**config.mk**
```make
export PLATFORM = sky130hd
export DESIGN_NAME = cpo_stage
export DESIGN_NICKNAME = d
export VERILOG_FILES = /design/src/rtl/cpo_pkg.sv /design/src/rtl/cpo_deadband.sv /design/src/rtl/cpo_brkctl.sv /design/src/rtl/cpo_outsel.sv /design/src/rtl/cpo_stage.sv
export SDC_FILE = /design/constraint.sdc
export NUM_CORES = 1
export LEC_CHECK = 0
export ABC_AREA = 1
export BUFFER_PORTS_ARGS = -buffer_cell sky130_fd_sc_hd__buf_2
export CAP_MARGIN = 5
export CORE_MARGIN = 5
export CORE_UTILIZATION = 60
export CTS_BUF_LIST = sky130_fd_sc_hd__clkbuf_4 sky130_fd_sc_hd__clkbuf_8 sky130_fd_sc_hd__clkbuf_16
export DETAILED_ROUTE_END_ITERATION = 8
export PLACE_DENSITY = 0.83
export SYNTH_ARGS = -nofsm -noshare
export SYNTH_HDL_FRONTEND = slang
export SYNTH_SLANG_ARGS = --single-unit
```
**constraint.sdc**
```tcl
create_clock -name clk -period 2.45 [get_ports clk]
set_input_delay 0.245 -clock clk [delete_from_list [all_inputs] [get_ports clk]]
set_output_delay 0.245 -clock clk [all_outputs]
set_load 0.005 [all_outputs]
```
**src/rtl/cpo_pkg.sv**
```systemverilog
// Package cpo_pkg
// Types shared by the complementary output stage.
// Assumes nothing beyond a single clock domain for the clocked parts.
package cpo_pkg;

    // Break progress: untouched, counting toward idle levels, idle levels shown
    typedef enum logic [1:0] {
        BRK_NONE = 2'd0,
        BRK_WAIT = 2'd1,
        BRK_IDLE = 2'd2
    } brk_phase_t;

    // Drive of one pad: output-enable and value
    typedef struct packed {
        logic oe;
        logic val;
    } pin_drv_t;

endpackage

```
**src/rtl/cpo_deadband.sv**
```systemverilog
// Module cpo_deadband
// Delays the rising edge of lvl_in by dead_cnt clock edges. Falling edges pass
// straight through, and a high pulse shorter than dead_cnt cycles is lost.
// Assumes dead_cnt may change at any time; the counter saturates at all-ones.
module cpo_deadband #(
    parameter int DT_W = 8
) (
    input  logic            clk,
    input  logic            rst_n,
    input  logic            lvl_in,
    input  logic [DT_W-1:0] dead_cnt,
    output logic            lvl_out
);

    localparam logic [DT_W-1:0] RUN_MAX = '1;

    logic [DT_W-1:0] run_q;

    // Count consecutive edges that sampled lvl_in high, saturating
    always_ff @(posedge clk) begin
        if (!rst_n) begin
            run_q <= '0;
        end else if (!lvl_in) begin
            run_q <= '0;
        end else if (run_q != RUN_MAX) begin
            run_q <= run_q + 1'b1;
        end
    end

    // Output is high once the source has been high for dead_cnt edges
    assign lvl_out = lvl_in && (run_q >= dead_cnt);

    // with a non-zero dead count, a high output needs the source high at the previous edge
    a_r10_rise_needs_history: assert property (@(posedge clk) disable iff (!rst_n)
        (lvl_out && dead_cnt != '0) |-> $past(lvl_in));

endmodule

```
**src/rtl/cpo_brkctl.sv**
```systemverilog
// Module cpo_brkctl
// Holds the main enable and follows the break sequence. The break qualification
// is combinational, so callers can force outputs before any clock edge. After a
// primary break it counts one dead-time, then reports that idle levels apply.
// Assumes break inputs are already filtered and synchronous enough for sampling.
module cpo_brkctl
    import cpo_pkg::*;
#(
    parameter int DT_W = 8
) (
    input  logic            clk,
    input  logic            rst_n,
    input  logic            brk_main,
    input  logic            brk_aux,
    input  logic            run_off,
    input  logic            idle_off,
    input  logic            en_wr,
    input  logic            en_wdata,
    input  logic [DT_W-1:0] dead_cnt,
    output logic            brk_act,
    output logic            main_en,
    output logic            idle_lvl
);

    brk_phase_t      phase_q;
    logic [DT_W-1:0] wait_q;
    logic            en_next;

    // Secondary break counts only when both off-state selects are set
    assign brk_act = brk_main | (brk_aux & run_off & idle_off);

    // Main enable value for the next edge: break first, then the write
    assign en_next = brk_act ? 1'b0 : (en_wr ? en_wdata : main_en);

    // Main enable register
    always_ff @(posedge clk) begin
        if (!rst_n) begin
            main_en <= 1'b0;
        end else begin
            main_en <= en_next;
        end
    end

    // Break phase and the dead-time wait before idle levels
    always_ff @(posedge clk) begin
        if (!rst_n) begin
            phase_q <= BRK_NONE;
            wait_q  <= '0;
        end else if (en_next) begin
            phase_q <= BRK_NONE;
        end else begin
            unique case (phase_q)
                BRK_NONE: begin
                    if (brk_main) begin
                        if (dead_cnt == '0) begin
                            phase_q <= BRK_IDLE;
                        end else begin
                            phase_q <= BRK_WAIT;
                            wait_q  <= dead_cnt - 1'b1;
                        end
                    end
                end
                BRK_WAIT: begin
                    if (wait_q == '0) begin
                        phase_q <= BRK_IDLE;
                    end else begin
                        wait_q <= wait_q - 1'b1;
                    end
                end
                default: phase_q <= BRK_IDLE;
            endcase
        end
    end

    assign idle_lvl = (phase_q == BRK_IDLE);

    // an active break leaves the main enable cleared after the edge
    a_r9_break_clears_enable: assert property (@(posedge clk) disable iff (!rst_n)
        brk_act |=> !main_en);

    // idle levels are only reported while the stage is disabled
    a_r7_idle_only_disabled: assert property (@(posedge clk) disable iff (!rst_n)
        idle_lvl |-> !main_en);

endmodule

```
**src/rtl/cpo_outsel.sv**
```systemverilog
// Module cpo_outsel
// Decodes the enable and off-state bits into the drive of each pad.
// Purely combinational, so a break reaches the pads without waiting for a clock.
// Assumes dt_p and dt_n are never high together (dead-timed ref and its inverse).
module cpo_outsel
    import cpo_pkg::*;
(
    input  logic eff_en,
    input  logic run_off,
    input  logic idle_off,
    input  logic ena_p,
    input  logic ena_n,
    input  logic pol_p,
    input  logic pol_n,
    input  logic idle_p,
    input  logic idle_n,
    input  logic idle_lvl,
    input  logic ref_lvl,
    input  logic dt_p,
    input  logic dt_n,
    output logic out_p,
    output logic oe_p,
    output logic out_n,
    output logic oe_n
);

    pin_drv_t drv_p, drv_n;

    // Select drive per mode; undriven pads default to value 0
    always_comb begin
        drv_p = '{oe: 1'b0, val: 1'b0};
        drv_n = '{oe: 1'b0, val: 1'b0};
        if (eff_en) begin
            unique case ({ena_p, ena_n})
                2'b11: begin
                    drv_p = '{oe: 1'b1, val: dt_p ^ pol_p};
                    drv_n = '{oe: 1'b1, val: dt_n ^ pol_n};
                end
                2'b10: begin
                    drv_p = '{oe: 1'b1, val: ref_lvl ^ pol_p};
                    if (run_off) drv_n = '{oe: 1'b1, val: pol_n};
                end
                2'b01: begin
                    drv_n = '{oe: 1'b1, val: ref_lvl ^ pol_n};
                    if (run_off) drv_p = '{oe: 1'b1, val: pol_p};
                end
                default: begin
                    if (run_off) begin
                        drv_p = '{oe: 1'b1, val: pol_p};
                        drv_n = '{oe: 1'b1, val: pol_n};
                    end
                end
            endcase
        end else if (idle_off) begin
            if (idle_lvl) begin
                drv_p = '{oe: 1'b1, val: idle_p ^ pol_p};
                drv_n = '{oe: 1'b1, val: (idle_n & ~idle_p) ^ pol_n};
            end else begin
                drv_p = '{oe: 1'b1, val: pol_p};
                drv_n = '{oe: 1'b1, val: pol_n};
            end
        end
    end

    assign out_p = drv_p.val;
    assign oe_p  = drv_p.oe;
    assign out_n = drv_n.val;
    assign oe_n  = drv_n.oe;

endmodule

```
**src/rtl/cpo_stage.sv**
```systemverilog
// Module cpo_stage
// Complementary PWM output stage with break handling. Builds two dead-time
// channels (reference and its inverse), the break/enable controller and the
// output decoder. Assumes the reference is synchronous to clk; break inputs may
// act asynchronously on the pads.
module cpo_stage
    import cpo_pkg::*;
#(
    parameter int DT_W = 8
) (
    input  logic            clk,
    input  logic            rst_n,
    input  logic            pwm_ref,
    input  logic            en_wr,
    input  logic            en_wdata,
    input  logic            run_off,
    input  logic            idle_off,
    input  logic            ena_p,
    input  logic            ena_n,
    input  logic            pol_p,
    input  logic            pol_n,
    input  logic            idle_p,
    input  logic            idle_n,
    input  logic [DT_W-1:0] dead_cnt,
    input  logic            brk_main,
    input  logic            brk_aux,
    output logic            out_p,
    output logic            oe_p,
    output logic            out_n,
    output logic            oe_n,
    output logic            main_en
);

    localparam int NCH = 2;

    logic [NCH-1:0] dt_src;
    logic [NCH-1:0] dt_res;
    logic           brk_act;
    logic           idle_lvl;
    logic           eff_en;

    // Channel 0 delays the reference, channel 1 its inverse
    assign dt_src = {~pwm_ref, pwm_ref};

    for (genvar g = 0; g < NCH; g++) begin : g_dt
        cpo_deadband #(.DT_W(DT_W)) i_dt (
            .clk     (clk),
            .rst_n   (rst_n),
            .lvl_in  (dt_src[g]),
            .dead_cnt(dead_cnt),
            .lvl_out (dt_res[g])
        );
    end

    cpo_brkctl #(.DT_W(DT_W)) i_brk (
        .clk     (clk),
        .rst_n   (rst_n),
        .brk_main(brk_main),
        .brk_aux (brk_aux),
        .run_off (run_off),
        .idle_off(idle_off),
        .en_wr   (en_wr),
        .en_wdata(en_wdata),
        .dead_cnt(dead_cnt),
        .brk_act (brk_act),
        .main_en (main_en),
        .idle_lvl(idle_lvl)
    );

    // An active break masks the enable before the register catches up
    assign eff_en = main_en & ~brk_act;

    cpo_outsel i_sel (
        .eff_en  (eff_en),
        .run_off (run_off),
        .idle_off(idle_off),
        .ena_p   (ena_p),
        .ena_n   (ena_n),
        .pol_p   (pol_p),
        .pol_n   (pol_n),
        .idle_p  (idle_p),
        .idle_n  (idle_n),
        .idle_lvl(idle_lvl),
        .ref_lvl (pwm_ref),
        .dt_p    (dt_res[0]),
        .dt_n    (dt_res[1]),
        .out_p   (out_p),
        .oe_p    (oe_p),
        .out_n   (out_n),
        .oe_n    (oe_n)
    );

    // the pads are never both driven to their active level
    a_r11_never_both_active: assert property (@(posedge clk) disable iff (!rst_n)
        !((oe_p && (out_p != pol_p)) && (oe_n && (out_n != pol_n))));

    // an undriven pad always shows value 0
    a_r1_undriven_zero: assert property (@(posedge clk) disable iff (!rst_n)
        (!oe_p |-> !out_p) and (!oe_n |-> !out_n));

    // a break with the idle off-state select forces the inactive levels
    a_r6_break_inactive: assert property (@(posedge clk) disable iff (!rst_n)
        (brk_act && idle_off && !idle_lvl) |->
            (oe_p && out_p == pol_p && oe_n && out_n == pol_n));

endmodule

```
# Word-level counts from Yosys, hierarchy flattened

Index checks and enable logic that the tools add are counted.

$add $sub $neg: 4
Order comparisons: 2
Equality and inequality tests: 11
Mux-type cells: 20
Bitwise logic cells: 16
Reductions and logical operators: 11

Operator list:

| operator            | number |
|---|---|
| $mux 8              | 3 |
| $mux 2              | 9 |
| $add 8x1->8 const B | 2 |
| $ge 8x8->1          | 2 |
| $logic_not 8->1     | 2 |
| $ne 8x8->1 const B  | 2 |
| $pmux 8 s2          | 1 |
| $sub 8x1->8 const B | 2 |
| $pmux 2 s2          | 3 |
| $eq 2x2->1 const B  | 3 |
| $ne 2x2->1 const B  | 3 |
| $xor 1x1->1         | 6 |
| $not 1->1           | 5 |
| $reduce_and 5->1    | 1 |
| $and 1x1->1         | 4 |
| $eq 2x1->1 const B  | 2 |
| $mux 1              | 4 |
| $reduce_and 2->1    | 2 |
| $reduce_or 2->1     | 2 |
| $logic_and 1x1->1   | 2 |
| $logic_not 2->1     | 1 |
| $ne 2x1->1 const B  | 1 |
| $reduce_bool 2->1   | 1 |
| $or 1x1->1          | 1 |

Bits in registers: 27
Output and inout bits: 5
Logic and storage cells: 69

# Logic depth before layout (Yosys ltp)

Depth in word-level cells: 6
Gate-level depth with buffers: 16
Depth with buffers taken out: 16

# Modules after synthesis

A second synthesis with hierarchy kept.

Cells, all modules: 382
Area total of the unflattened synthesis: 2374.8 um2

By module, submodules not included:

| module       | times used | cells an instance | area an instance (um2) |
|---|---|---|---|
| cpo_deadband | 2          | 93                | 639.4 |
| cpo_brkctl   | 1          | 153               | 908.4 |
| cpo_outsel   | 1          | 40                | 173.9 |
| cpo_stage    | 1          | 3                 | 13.8 |

# Worst setup path before layout

No wires, ideal clock.

Path kind: register to output
Start: reg g_dt[0].i_dt.run_q[0]
End: out out_p
Arrival: 1298 ps
Data required time: 2205 ps
Setup slack: 907 ps
Stages on the path, launching flop included: 17
Buffers on the path: 0
Cell sequence: dfxtp_1 inv_1 ha_1 inv_1 nand2_1 nand2_1 nand2_1 nand2_1 nand2_1 nand2_1 nand2_1 nand2_1 nand2_1 nand2_1 nand2_1 nand3_1 nand2_1

Cells in the longest elaborated chain, start to end: 5

RTL lines:

| element                  | line               | text |
|---|---|---|
| start: declaration       | cpo_deadband.sv:17 | `logic [DT_W-1:0] run_q;` |
| start signal: assignment | cpo_deadband.sv:26 | `run_q <= run_q + 1'b1;` |
| $ge 8x8->1               | cpo_deadband.sv:31 | `assign lvl_out = lvl_in && (run_q >= dead_cnt);` |
| $logic_and 1x1->1        | cpo_deadband.sv:31 |  |
| $xor 1x1->1              | cpo_outsel.sv:36   | `drv_p = '{oe: 1'b1, val: dt_p ^ pol_p};` |
| $pmux 2 s2               | cpo_outsel.sv:34   | `unique case ({ena_p, ena_n})` |
| $mux 2                   | cpo_outsel.sv:33   | `if (eff_en) begin` |
| end: declaration         | cpo_stage.sv:27    | `output logic out_p,` |

Every way passes these cells.

# Worst setup path in the final report

Start: reg g_dt[1].i_dt.run_q[0]
End: out out_n

Cells in the longest elaborated chain, start to end: 5

RTL lines:

| element                  | line               | text |
|---|---|---|
| start: declaration       | cpo_deadband.sv:17 |  |
| start signal: assignment | cpo_deadband.sv:26 |  |
| $ge 8x8->1               | cpo_deadband.sv:31 |  |
| $logic_and 1x1->1        | cpo_deadband.sv:31 |  |
| $xor 1x1->1              | cpo_outsel.sv:37   | `drv_n = '{oe: 1'b1, val: dt_n ^ pol_n};` |
| $pmux 2 s2               | cpo_outsel.sv:34   |  |
| $mux 2                   | cpo_outsel.sv:33   |  |
| end: declaration         | cpo_stage.sv:29    | `output logic out_n,` |

Every way passes these cells.

==> run metrics <==
status=complete, no violations; Initial Utilization=62.8%; setup TNS=0 ns; Max Freq=0.451 GHz; min-delay src=brk_main; clk slew on worst S/H paths=0.14 ns; Worst VDD drop=0.307 mV; Tot GR Track Use=20.0%; clk_lat worst skew=0.32 ns; HP Class=in2reg; CP peak stage delay=0.42 ns; Design Power=982 µW; TritonRoute pass-1 iters=4; crit path time final=2.22 ns; Distinct cells, synth=33; Hold Path Stages=3; FILL cells=301; CTS max path bufs=2; R2R Path Start=g_dt[1].i_dt.run_q[0]; number of synthesized flops with an enable pin=0; flops & latches, synth=27; multiplexer area fraction after synthesis=0%; largest family of logic cells by synthesized area=simple AND/OR/NAND/NOR gates; final cell count without fillers=353; Setup WS pre-CTS=0.649 ns; initial drt markers=123; top-area cell type share of the netlist area=28.0%; syn avg cell area=6.87 µm²; pin count of the biggest net entering global routing=18; DRC=0; share of flip-flops with an asynchronous set or reset=0%; WS Path Type=reg2out; vias per inst=5.18; simple-gate area share of the yosys netlist=29.0%; measured slew at the worst slew-check pin=0.310 ns; CTS tree=built; H-Tree Level Count=1; adder-cell share of the synthesized area=12.3%; layout cells sized above 1=16.5%; Post-Syn Instances=281; Placement Cell Area=2100 µm²; vias in the first global route=1653; fin area=2130 µm²; IO Pins=28; setup ws final=0.232 ns; Hold Path End=i_brk.phase_q[1]; placed insts=349; Pleak=1.04 nW; most common flop cell mapped by yosys=dfxtp_1; most common cell after layout, fill and taps aside=nand2_1; slew margin rel.=79.2%; critical-path cell list=inv_1 -> ha_1 -> inv_1 -> nand2_1 -> a21oi_1 -> o21ai_0 -> nand3_1 -> nand2_1 -> nand2_1 -> nand2_1 -> nand3_1 -> nand2_1 -> buf_2; CP startpoint kind=register; reg2reg end=g_dt[1].i_dt.run_q[4]; Final #Nets=352; Die Y=66.7 µm; fin crit share=90.5%; Worst Path Max Fanout=5; Port Buffers=27; GR Overflow Total=0; RSZ-0062 raised after global routing=false; Post-Syn Area=1930 µm²; Via Count=1827; antenna viol nets, final=0; Layout area overhead=10.0%; Antenna Cells=0; ranking of synthesized cells by area=dfxtp_1 28%, ha_1 12%, nand2_1 12%; worst-case reg-to-reg path depth=7; # resized after CTS=0; cell accounting for the most synthesized area=dfxtp_1; Routability Congestion=0.825; FP Rows=20; critical path required time=2.20 ns; xor-xnor portion of the synthesized cell area=4.99%; Final setup viols=0; Setup crit end kind=output port; DR WL/cell=11.5 µm; hpwl dp=3.33 mm; CP arrival=1.97 ns; core area=3080 µm²; syn_nets=323; Final Hold Viols=0; Slew Viols, Final=0; clock tree sinks=27; Worst Skew=0.00927 ns; max-cap viol count=0; Root Buffer=clkbuf_4; pwr dens=462 nW/µm²; setup bufs post-CTS=0; commonest non-fill, non-tap cells in the layout=60 x nand2_1, 36 x inv_1, 27 x nor2_1, 27 x dfxtp_1, 27 x buf_2; CTS Hold Buffers Added=0; post-synthesis compound-gate area fraction=16.5%; Die W=66.7 µm; CTS buffer count=3; antenna violations before repair=0; die area=4450 µm²; worst reg2reg setup slack=0.80 ns; first-pass GRT wire length=7.04 mm; slowest stage cell, crit path=dfxtp_1; Post-Route WL=4.06 mm; Seq/Total Area, Yosys=28.0%; synth warn=0; CP most frequent cell=nand2_1
-- report_power, final --
part	total (mW)	internal, mW	switching [mW]
combinational	0.275	0.106	0.169
sequential	0.506	0.473	0.0323
clock	0.202	0.0748	0.127
total	0.982	0.654	0.328
-- per-stage QoR --
step	hold WS, ns	util, %
floorplan	0.391	-
global placement	0.479	68.1
detailed placement	0.484	68.1
CTS	0.178	69.1
global route	0.169	69.1
finish	0.189	69.1
-- sequential cells by signal (all words and copies together), names as in the netlist --
signal / cells
g_dt.i_dt.run_q: 16
i_brk.wait_q: 8
i_brk.phase_q: 2
i_brk.main_en: 1
-- routing by layer --
metal	vias up	global-route usage [%]	part of all wire, %
met3	4	3.20	3.5
met2	32	35.9	49
met5	-	0	0
li1	981	-	-
met4	0	5.33	1.0
met1	810	24.6	46
-- cells by family after synthesis --
kind of cell | Yosys count
buffers and inverters | 44
DFF | 27
xor gates and xnor gates | 11
and+or+nand+nor | 125
AOI/OAI and AO/OA | 55
adders and majority gates | 19
-- worst max-delay path, delay by kind of cell (launching register included) --
kind                       cells  cell delay [ns]
and+or+nand+nor                7             0.48
DFF                            1             0.42
AOI/OAI and AO/OA              2             0.29
adders and majority gates      1             0.26
buffers and inverters          3             0.21
-- synth_stat cells (2+ instances only) --
master	number
nand2_1	60
inv_1	36
dfxtp_1	27
nor2_1	27
ha_1	19
a21oi_1	18
nand3_1	16
o21ai_0	14
o21ai_1	9
xor2_1	8
a31oi_1	4
inv_2	4
nand4_1	4
nor3_1	4
nand2_2	3
nor2_2	3
o21ai_2	3
xnor2_1	3
buf_6	2
nor3_2	2
nor3b_1	2
o211ai_1	2
-- worst max-delay path by stage --
stage / start / end / cells after the start
after floorplan: g_dt[0].i_dt.run_q[0] / out_p / 16
after global placement: g_dt[1].i_dt.run_q[0] / out_n / 13
after detailed placement: g_dt[1].i_dt.run_q[0] / out_n / 13
after CTS: g_dt[1].i_dt.run_q[0] / out_n / 13
after global routing: g_dt[0].i_dt.run_q[0] / out_p / 17
final: g_dt[1].i_dt.run_q[0] / out_n / 13
-- cell type report --
class	instances	area [µm²]	share of cell area, %
multi-input combinational	210	1210	57.0
clock buffer	4	30.0	1.41
tap	44	55.1	2.59
sequential	27	541	25.4
timing repair buffer	27	135	6.36
inverter	41	154	7.24
No activity file was read; power rests on OpenSTA's default activity.
